$ cat config.mk
export PLATFORM = sky130hd
export DESIGN_NAME = tlb_mixed_page
export DESIGN_NICKNAME = d
export VERILOG_FILES = /design/src/rtl/tlb_pkg.sv /design/src/rtl/tlb_entry_array.sv /design/src/rtl/tlb_match.sv /design/src/rtl/tlb_resp_stage.sv /design/src/rtl/tlb_mixed_page.sv
export SDC_FILE = /design/constraint.sdc
export NUM_CORES = 2
export LEC_CHECK = 0
export BUFFER_PORTS_ARGS = -buffer_cell sky130_fd_sc_hd__buf_2
export CAP_MARGIN = 20
export CORE_ASPECT_RATIO = 1.2
export CORE_MARGIN = 2
export CORE_UTILIZATION = 48
export DETAILED_ROUTE_END_ITERATION = 10
export GPL_TIMING_DRIVEN = 0
export PLACE_DENSITY = 0.72
export SYNTH_ARGS = -nofsm -noshare
export SYNTH_HDL_FRONTEND = slang
export SYNTH_HIERARCHICAL = 1
export SYNTH_SLANG_ARGS = --single-unit
$ cat constraint.sdc
create_clock -name clk -period 10 [get_ports clk]
set_input_delay 1.5 -clock clk [delete_from_list [all_inputs] [get_ports clk]]
set_output_delay 1.5 -clock clk [all_outputs]
set_load 0.01 [all_outputs]
$ cat src/rtl/tlb_pkg.sv
package tlb_pkg;

    parameter int CHUNK_W = 9;
    parameter int VPN_W   = 3 * CHUNK_W;
    parameter int PPN_W   = 24;
    parameter int ASID_W  = 16;
    localparam int PERM_W = 9;

    // Fault flags first, then the page-table permission bits.
    typedef struct packed {
        logic pf;
        logic af;
        logic d;
        logic a;
        logic g;
        logic u;
        logic x;
        logic w;
        logic r;
    } perm_t;

    typedef struct packed {
        logic [VPN_W-1:0]  tag;
        logic [ASID_W-1:0] asid;
        logic [1:0]        size;  // bit1: skip middle chunk, bit0: skip low chunk
        logic [PPN_W-1:0]  ppn;
        perm_t             perm;
    } entry_t;

    function automatic logic [1:0] size_of_level(input logic [1:0] lvl);
        logic [1:0] s;
        case (lvl)
            2'd0:    s = 2'b11;
            2'd1:    s = 2'b01;
            default: s = 2'b00;
        endcase
        return s;
    endfunction

    function automatic logic entry_hit(input entry_t e,
                                       input logic [VPN_W-1:0] vpn,
                                       input logic [ASID_W-1:0] asid,
                                       input logic ign_asid);
        logic top_eq, mid_eq, low_eq;
        top_eq = e.tag[VPN_W-1:2*CHUNK_W] == vpn[VPN_W-1:2*CHUNK_W];
        mid_eq = e.tag[2*CHUNK_W-1:CHUNK_W] == vpn[2*CHUNK_W-1:CHUNK_W];
        low_eq = e.tag[CHUNK_W-1:0] == vpn[CHUNK_W-1:0];
        return top_eq && (e.size[1] || mid_eq) && (e.size[0] || low_eq)
               && (ign_asid || e.asid == asid);
    endfunction

    function automatic logic [PPN_W-1:0] splice_ppn(input entry_t e,
                                                    input logic [VPN_W-1:0] vpn);
        logic [CHUNK_W-1:0] mid, low;
        mid = e.size[1] ? vpn[2*CHUNK_W-1:CHUNK_W] : e.ppn[2*CHUNK_W-1:CHUNK_W];
        low = e.size[0] ? vpn[CHUNK_W-1:0] : e.ppn[CHUNK_W-1:0];
        return {e.ppn[PPN_W-1:2*CHUNK_W], mid, low};
    endfunction

endpackage

$ cat src/rtl/tlb_entry_array.sv
module tlb_entry_array
    import tlb_pkg::*;
#(
    parameter int N_ENTRIES = 16,
    localparam int IDX_W = $clog2(N_ENTRIES)
) (
    input  logic                 clk,
    input  logic                 rst,
    input  logic                 flush,
    input  logic                 wr_en,
    input  logic [IDX_W-1:0]     wr_way,
    input  entry_t               wr_data,
    output entry_t               entries [N_ENTRIES],
    output logic [N_ENTRIES-1:0] valid
);

    entry_t                store [N_ENTRIES];
    logic [N_ENTRIES-1:0]  valid_q;

    // Flush dominates a simultaneous refill.
    always_ff @(posedge clk) begin
        if (rst || flush) begin
            valid_q <= '0;
        end else if (wr_en) begin
            valid_q[wr_way] <= 1'b1;
        end
    end

    always_ff @(posedge clk) begin
        if (wr_en) begin
            store[wr_way] <= wr_data;
        end
    end

    assign entries = store;
    assign valid   = valid_q;

endmodule

$ cat src/rtl/tlb_match.sv
module tlb_match
    import tlb_pkg::*;
#(
    parameter int N_ENTRIES = 16
) (
    input  entry_t               entries [N_ENTRIES],
    input  logic [N_ENTRIES-1:0] valid,
    input  logic [VPN_W-1:0]     vpn,
    input  logic [ASID_W-1:0]    asid,
    input  logic                 ign_asid,
    output logic [N_ENTRIES-1:0] hit_vec
);

    for (genvar g = 0; g < N_ENTRIES; g++) begin : g_cmp
        assign hit_vec[g] = valid[g] && entry_hit(entries[g], vpn, asid, ign_asid);
    end

endmodule

$ cat src/rtl/tlb_resp_stage.sv
module tlb_resp_stage
    import tlb_pkg::*;
#(
    parameter int N_ENTRIES = 16,
    localparam int IDX_W = $clog2(N_ENTRIES)
) (
    input  logic                 clk,
    input  logic                 rst,
    input  logic                 req_valid,
    input  logic [VPN_W-1:0]     vpn,
    input  logic [N_ENTRIES-1:0] hit_vec,
    input  entry_t               entries [N_ENTRIES],
    output logic                 resp_valid,
    output logic                 resp_hit,
    output logic [PPN_W-1:0]     resp_ppn,
    output perm_t                resp_perm,
    output logic                 resp_normal
);

    logic [IDX_W-1:0] sel;
    logic             found;
    entry_t           chosen;

    // Scan downward so the lowest matching index is kept last.
    always_comb begin
        sel   = '0;
        found = 1'b0;
        for (int i = N_ENTRIES - 1; i >= 0; i--) begin
            if (hit_vec[i]) begin
                sel   = IDX_W'(i);
                found = 1'b1;
            end
        end
    end

    assign chosen = entries[sel];

    always_ff @(posedge clk) begin
        if (rst) begin
            resp_valid  <= 1'b0;
            resp_hit    <= 1'b0;
            resp_ppn    <= '0;
            resp_perm   <= '0;
            resp_normal <= 1'b0;
        end else begin
            resp_valid <= req_valid;
            if (req_valid && found) begin
                resp_hit    <= 1'b1;
                resp_ppn    <= splice_ppn(chosen, vpn);
                resp_perm   <= chosen.perm;
                resp_normal <= (chosen.size == 2'b00);
            end else begin
                resp_hit    <= 1'b0;
                resp_ppn    <= '0;
                resp_perm   <= '0;
                resp_normal <= 1'b0;
            end
        end
    end

endmodule

$ cat src/rtl/tlb_mixed_page.sv
module tlb_mixed_page
    import tlb_pkg::*;
#(
    parameter int N_PORTS   = 2,
    parameter int N_ENTRIES = 16,
    localparam int IDX_W = $clog2(N_ENTRIES)
) (
    input  logic                       clk,
    input  logic                       rst,
    input  logic                       flush,
    input  logic [ASID_W-1:0]          cur_asid,
    input  logic [N_PORTS-1:0]         rd_valid,
    input  logic [N_PORTS*VPN_W-1:0]   rd_vpn,
    input  logic [N_PORTS-1:0]         rd_ignore_asid,
    input  logic                       wr_valid,
    input  logic [IDX_W-1:0]           wr_way,
    input  logic [VPN_W-1:0]           wr_vpn,
    input  logic [1:0]                 wr_level,
    input  logic [ASID_W-1:0]          wr_asid,
    input  logic [PPN_W-1:0]           wr_ppn,
    input  logic [6:0]                 wr_perm,
    input  logic                       wr_pf,
    input  logic                       wr_af,
    output logic [N_PORTS-1:0]         resp_valid,
    output logic [N_PORTS-1:0]         resp_hit,
    output logic [N_PORTS*PPN_W-1:0]   resp_ppn,
    output logic [N_PORTS*PERM_W-1:0]  resp_perm,
    output logic [N_PORTS-1:0]         resp_normal
);

    entry_t               new_entry;
    entry_t               entries [N_ENTRIES];
    logic [N_ENTRIES-1:0] valid;

    always_comb begin
        new_entry.tag  = wr_vpn;
        new_entry.asid = wr_asid;
        new_entry.size = size_of_level(wr_level);
        new_entry.ppn  = wr_ppn;
        new_entry.perm = perm_t'({wr_pf, wr_af, wr_perm});
    end

    tlb_entry_array #(.N_ENTRIES(N_ENTRIES)) u_array (
        .clk     (clk),
        .rst     (rst),
        .flush   (flush),
        .wr_en   (wr_valid),
        .wr_way  (wr_way),
        .wr_data (new_entry),
        .entries (entries),
        .valid   (valid)
    );

    for (genvar p = 0; p < N_PORTS; p++) begin : g_port
        logic [N_ENTRIES-1:0] hit_vec;
        perm_t                perm_q;

        tlb_match #(.N_ENTRIES(N_ENTRIES)) u_match (
            .entries  (entries),
            .valid    (valid),
            .vpn      (rd_vpn[p*VPN_W +: VPN_W]),
            .asid     (cur_asid),
            .ign_asid (rd_ignore_asid[p]),
            .hit_vec  (hit_vec)
        );

        tlb_resp_stage #(.N_ENTRIES(N_ENTRIES)) u_resp (
            .clk         (clk),
            .rst         (rst),
            .req_valid   (rd_valid[p]),
            .vpn         (rd_vpn[p*VPN_W +: VPN_W]),
            .hit_vec     (hit_vec),
            .entries     (entries),
            .resp_valid  (resp_valid[p]),
            .resp_hit    (resp_hit[p]),
            .resp_ppn    (resp_ppn[p*PPN_W +: PPN_W]),
            .resp_perm   (perm_q),
            .resp_normal (resp_normal[p])
        );

        assign resp_perm[p*PERM_W +: PERM_W] = perm_q;
    end

endmodule

Word level (Yosys, flattened, before mapping)
Cells that the tools add are included.
{"block": "word_totals", "wordCells": 676, "in_bits": 160, "register_bits": 1336, "out_inout_bits": 72}
{"block": "classes", "n_lt_le_gt_ge": 6, "n_eq_ne": 113, "bitwise": 6, "n_reduce_logical": 234, "muxes": 82}
{"cell": "1248-bit bitwise mux", "count": 1}
{"cell": "9-bit equality test", "count": 96}
{"cell": "78-bit binary-select mux with 4-bit select", "count": 2}
{"cell": "78-bit demux with 4-bit select", "count": 1}
{"cell": "16-bit equality test", "count": 16}
{"cell": "35-bit two-way mux", "count": 4}
{"cell": "1-bit logical AND", "count": 132}
{"cell": "4-bit two-way mux", "count": 32}
{"cell": "1-bit logical OR", "count": 97}
{"cell": "78-bit two-way mux", "count": 1}
{"cell": "9-bit two-way mux", "count": 4}
{"cell": "1-bit two-way mux", "count": 35}
{"cell": "16-bit OR", "count": 1}
{"cell": "5-bit >= comparator, second input constant", "count": 3}
{"cell": "4-bit NOT with 5-bit output", "count": 3}
{"cell": "2-bit zero test", "count": 3}
{"cell": "4-bit by 5-bit less-than comparator with 1-bit output, second input constant", "count": 1}
{"cell": "5-bit by 1-bit less-than comparator with 1-bit output, second input constant", "count": 1}
{"cell": "1-bit demux with 4-bit select", "count": 1}
{"cell": "4-bit by 1-bit >= comparator with 1-bit output, second input constant", "count": 1}
{"cell": "2-bit case mux with 2 select lines", "count": 1}
{"cell": "2-bit OR reduction", "count": 2}
{"cell": "2-bit by 1-bit equality test with 1-bit output, second input constant", "count": 1}
{"cell": "1-bit NOT", "count": 2}

Logic depth before layout (Yosys ltp)
{"block": "depth", "word_depth": 27, "ltp_mapped": 19, "depth_no_buf": 12}

Modules after synthesis
Netlist, hierarchy kept.
{"mod": "tlb_entry_array", "cells_per_inst": 1312, "seq_area_each_um2": 37796.2, "area_each_um2": 38131.6, "n_inst": 1}
{"mod": "tlb_match", "cells_per_inst": 1016, "seq_area_each_um2": 0.0, "area_each_um2": 8511.9, "n_inst": 2}
{"mod": "tlb_resp_stage", "cells_per_inst": 1056, "seq_area_each_um2": 720.7, "area_each_um2": 6551.3, "n_inst": 2}
{"mod": "tlb_mixed_page", "cells_per_inst": 2, "seq_area_each_um2": 0.0, "area_each_um2": 7.5, "n_inst": 1}

Worst setup path after synthesis
Ideal clock, no wire load.
{"block": "synth_timing", "kind": "in2reg", "from": "input port wr_way[0]", "to": "register u_array.store (netlist bit u_array/entries[1170]), enable pin", "t_arrival_ps": 7332, "setup_time_ps": 610, "n_path_buf": 1, "path_slack_ps": 2058, "t_required_ps": 9390, "path_stages": 3, "cell_sequence": "or3b_1 clkbuf_1 nor3_1"}
{"item": "start: declaration", "line_no": "tlb_mixed_page.sv:16", "source": "input logic [IDX_W-1:0] wr_way,"}
{"item": "end signal: indexed assignment", "line_no": "tlb_entry_array.sv:31", "source": "store[wr_way] <= wr_data;"}
{"item": "end: declaration", "line_no": "tlb_entry_array.sv:17", "source": "entry_t store [N_ENTRIES];"}

Worst setup path in the final report
{"block": "layout_timing", "from": "input port rd_vpn[50]", "to": "register g_port[1].u_resp.resp_ppn[2]"}
{"block": "layout_via", "elab_cells_between_ends": 120, "classes_between": "eq/ne (16); mux (36); bitwise (2); reduce/logical (66)"}
{"item": "start: declaration", "line_no": "tlb_mixed_page.sv:13", "source": "input logic [N_PORTS*VPN_W-1:0] rd_vpn,"}
{"item": "9-bit equality test *", "line_no": "tlb_pkg.sv:45", "source": "top_eq = e.tag[VPN_W-1:2*CHUNK_W] == vpn[VPN_W-1:2*CHUNK_W];"}
{"item": "1-bit logical AND * (2 in a row)", "line_no": "tlb_pkg.sv:48", "source": "return top_eq && (e.size[1] || mid_eq) && (e.size[0] || low_eq)"}
{"item": "1-bit logical AND *", "line_no": "tlb_pkg.sv:49", "source": "&& (ign_asid || e.asid == asid);"}
{"item": "1-bit logical AND *", "line_no": "tlb_match.sv:15", "source": "assign hit_vec[g] = valid[g] && entry_hit(entries[g], vpn, asid, ign_asid);"}
{"item": "named net g_port[1].hit_vec[6]", "line_no": "tlb_mixed_page.sv:55", "source": "logic [N_ENTRIES-1:0] hit_vec;"}
{"item": "4-bit two-way mux (7 in a row)", "line_no": "tlb_resp_stage.sv:29", "source": "if (hit_vec[i]) begin"}
{"item": "4-bit NOT with 5-bit output (implied by the code)", "line_no": "tlb_resp_stage.sv:36", "source": "assign chosen = entries[sel];"}
{"item": "78-bit binary-select mux with 4-bit select", "line_no": "tlb_resp_stage.sv:36"}
{"item": "35-bit two-way mux (implied by the code) (2 in a row)", "line_no": "tlb_resp_stage.sv:36"}
{"item": "9-bit two-way mux", "line_no": "tlb_pkg.sv:56", "source": "low = e.size[0] ? vpn[CHUNK_W-1:0] : e.ppn[CHUNK_W-1:0];"}
{"item": "end signal: assignment", "line_no": "tlb_resp_stage.sv:49", "source": "resp_ppn <= splice_ppn(chosen, vpn);"}
{"item": "end: declaration", "line_no": "tlb_resp_stage.sv:15", "source": "output logic [PPN_W-1:0] resp_ppn,"}
The timed path passes the listed nets; every way through them passes the cells marked *. The select of a mux whose other input is x is not followed.
A chain may end at the register's enable or synchronous reset.

==> results.yml <==
status:
  outcome: "finished clean"
synth:
  syn_inst: 5458
  seq_area_frac_synth_pct: 57.5
  synthTopCellsByArea: "edfxtp_1 (55%), xor2_1 (16%), dfxtp_1 (2.6%)"
  yosys_warnings: 6
  synth_edf_count: 1248
  synth_flop_cell: "edfxtp_1"
  synth.largest_area_cell: "edfxtp_1"
  syn_area_per_cell_um2: 12.5
  syn-num-nets: 5618
  syn_area_um2: 68300
  netlist.area_leader.share_pct: 54.9
  synth.ff_latch_count: 1336
  async_flop_share_pct: 0
  ys_types: 64
sta:
  hold_viol: 0
  holdWs_ps: 490
  slew_violations: 0
  fmax_mhz: 118
  worst_pin_slew_ps: 1290
  setup_violations: 0
  finClkSkew_ps: 40.9
  max_slew_margin_pct: 13.4
  final.period_utilization_pct: 84.9
  period_minus_slack_ps: 8490
  rsz0062_at_grt: "false"
layout:
  fin_cells: 7849
  final_common_cell: "edfxtp_1"
  final_util_pct: 55.0
  register_area_um2: 39200
  multi_input_area_um2: 26600
  mostFrequentLayoutCells: "edfxtp_1 (1248), xor2_1 (1216), nand2_1 (463), buf_2 (321), nor4_1 (250)"
  final_nets: 6038
  area_delta_synth_final_pct: 13.8
  nFillCells: 11200
  stdcell_area_um2: 77700
  layout-drive-gt1-share_pct: 13.8
placed_design:
  place.gp.congestion: 1.09
  port_buffers: 195
  placed_area_um2: 72900
  dp.cells: 7570
  dpl.hpwl_um: 177000
clock_tree:
  postCtsSetupRepairBufs: 0
  cts_buffers: 139
  cts_resized: 0
  clkLatencyLatePin_ps: 800
  holdBufCountCts: 0
  cts.clk_slew.worst_paths_ps: 60
  clk_path_buf_depth: 3
  cts_tree: "done"
  cts.sink_count: 1336
  cts_max_level: 4
  cts_root_buf: "clkbuf_16"
global_routing:
  antenna_found_initial: 31
  grt_overflow_total: 0
  grt_max_degree: 29
  grtUsageTotal_pct: 33.9
  grt_pass1_vias: 50200
  grt_pass1_wl_um: 352000
setup_path:
  startpoint_type: "primary input"
  cp-end-kind: "flip-flop"
  crit_type: "in -> reg"
  critPathMaxFanout: 10
  cp.required_ps: 10590
  crit_arrival_ps: 9070
floorplanning:
  die_area_um2: 145000
  die_height_um: 417
  die_w_um: 348
  core.rowCount: 151
  ios: 232
  floorplan.core_area_um2: 141000
  start_util_pct: 48.4
power:
  ir_drop_v: 0.000191
  p_leak_uw: 0.0276
  pwr_density_cell_nw_per_um2: 162
run:
  max_cap_viol_count: 0
detailed_routing:
  drc: 0
  vias: 51600
  drt_wl_total_um: 252000
  drt-initial-drc-count: 8345
  drtAntennaViolNets: 0
  drtPass1Iterations: 9
  wl_per_cell_um: 32.1
  viasPerCell: 6.57
worst_hold_path:
  hold_path_class: "reg -> reg"
==> layer usage <==
layer | routed length (µm) | track usage (%)
met3 | 34100 | 11.0
met4 | 23800 | 25.8
met2 | 110000 | 51.6
met1 | 83300 | 39.9
met5 | 259 | 0
==> critical path, cell delays in order <==
cell and delay, ps:
buf_2 330, buf_6 270, xor2_1 100, nor4_1 740, nand4_1 480, nor4_1 1040
nor4_1 330, and2_1 260, buf_2 160, nand3b_1 450, clkbuf_1 940, clkbuf_1 800
nor2_1 80, o31ai_1 360, nand4_1 300, mux2i_1 890
==> worst paths after layout <==
kind / to / slack (ps) / depth (start not counted) / start
worst min-delay path: u_array/valid[6] / 490 / 1 / u_array/valid[6]
worst max-delay path: g_port[1].u_resp/resp_ppn[2] / 1510 / 16 / rd_vpn[50]
worst min register to register: u_array/valid[6] / 490 / 1 / u_array/valid[6]
worst max register to register: g_port[1].u_resp/resp_ppn[2] / 2070 / 14 / u_array/entries[1139]
==> sequential cells by signal, summed over array words and instances, names as in the netlist <==
name and cells:
u_array/entries 1248, g_port.u_resp/resp_valid 2, g_port.u_resp/resp_normal 2, g_port.u_resp/resp_hit 2, g_port.u_resp/resp_ppn 48, u_array/valid 16
g_port.u_resp/resp_perm 18
==> through the flow <==
step | setup WS [ps] | power, µW | setup TNS, ps
2_1_floorplan | 2060 | 6900 | 0
3_3_place_gp | -4300 | 7220 | -1253550
3_5_place_dp | 1970 | 7250 | 0
4_1_cts | 2800 | 12500 | 0
5_1_grt | 1920 | 12800 | 0
6_report | 1510 | 12500 | 0
==> cells by family (layout without fill, tap and decap cells) <==
logic type                Yosys count  in the layout  synth area share (%)
AOI/OAI and AO/OA                 742            742                  8.05
xor gates and xnor gates         1376           1376                  17.7
buffers and inverters             421            956                  3.68
DFF                              1336           1336                  57.5
muxes                             130            130                  1.94
other                               0             20                     0
and+or+nand+nor                  1453           1453                  11.2
==> area by class of cell <==
type	instances	share of cell area [%]
sequential	1336	50.5
multi-input combinational	3701	34.3
clock buffer	180	5.04
buffer	412	3.19
tap	1836	2.96
timing repair buffer	279	2.88
clock inverter	76	1.00
antenna	20	0.0644
inverter	9	0.0435
==> synth_stat cells, types with 16 or more instances <==
cell	n
nor2_1	124
mux2i_1	114
nor4_1	250
nand2_1	463
a21oi_1	48
o2bb2ai_1	16
o22ai_1	78
a311oi_1	60
a41oi_1	96
a211o_1	28
mux2_2	16
nor4_2	58
nand3_1	215
buf_2	121
nor3_1	96
a211oi_1	68
a2111oi_0	34
a31oi_1	62
edfxtp_1	1248
buf_4	32
o21ai_0	104
buf_6	76
a221oi_1	26
buf_1	16
nand4_1	50
and3_1	138
dfxtp_1	88
clkbuf_1	161
xor2_1	1216
or3_1	22
xnor2_1	160
==> where the power goes <==
part           leakage [µW]  switching, µW  internal, µW
registers            0.0120           69.4          6220
logic                0.0133            583           289
clock network       0.00231           2250          3130
total                0.0276           2900          9640
Note: power is estimated with default switching activity, not from simulation.
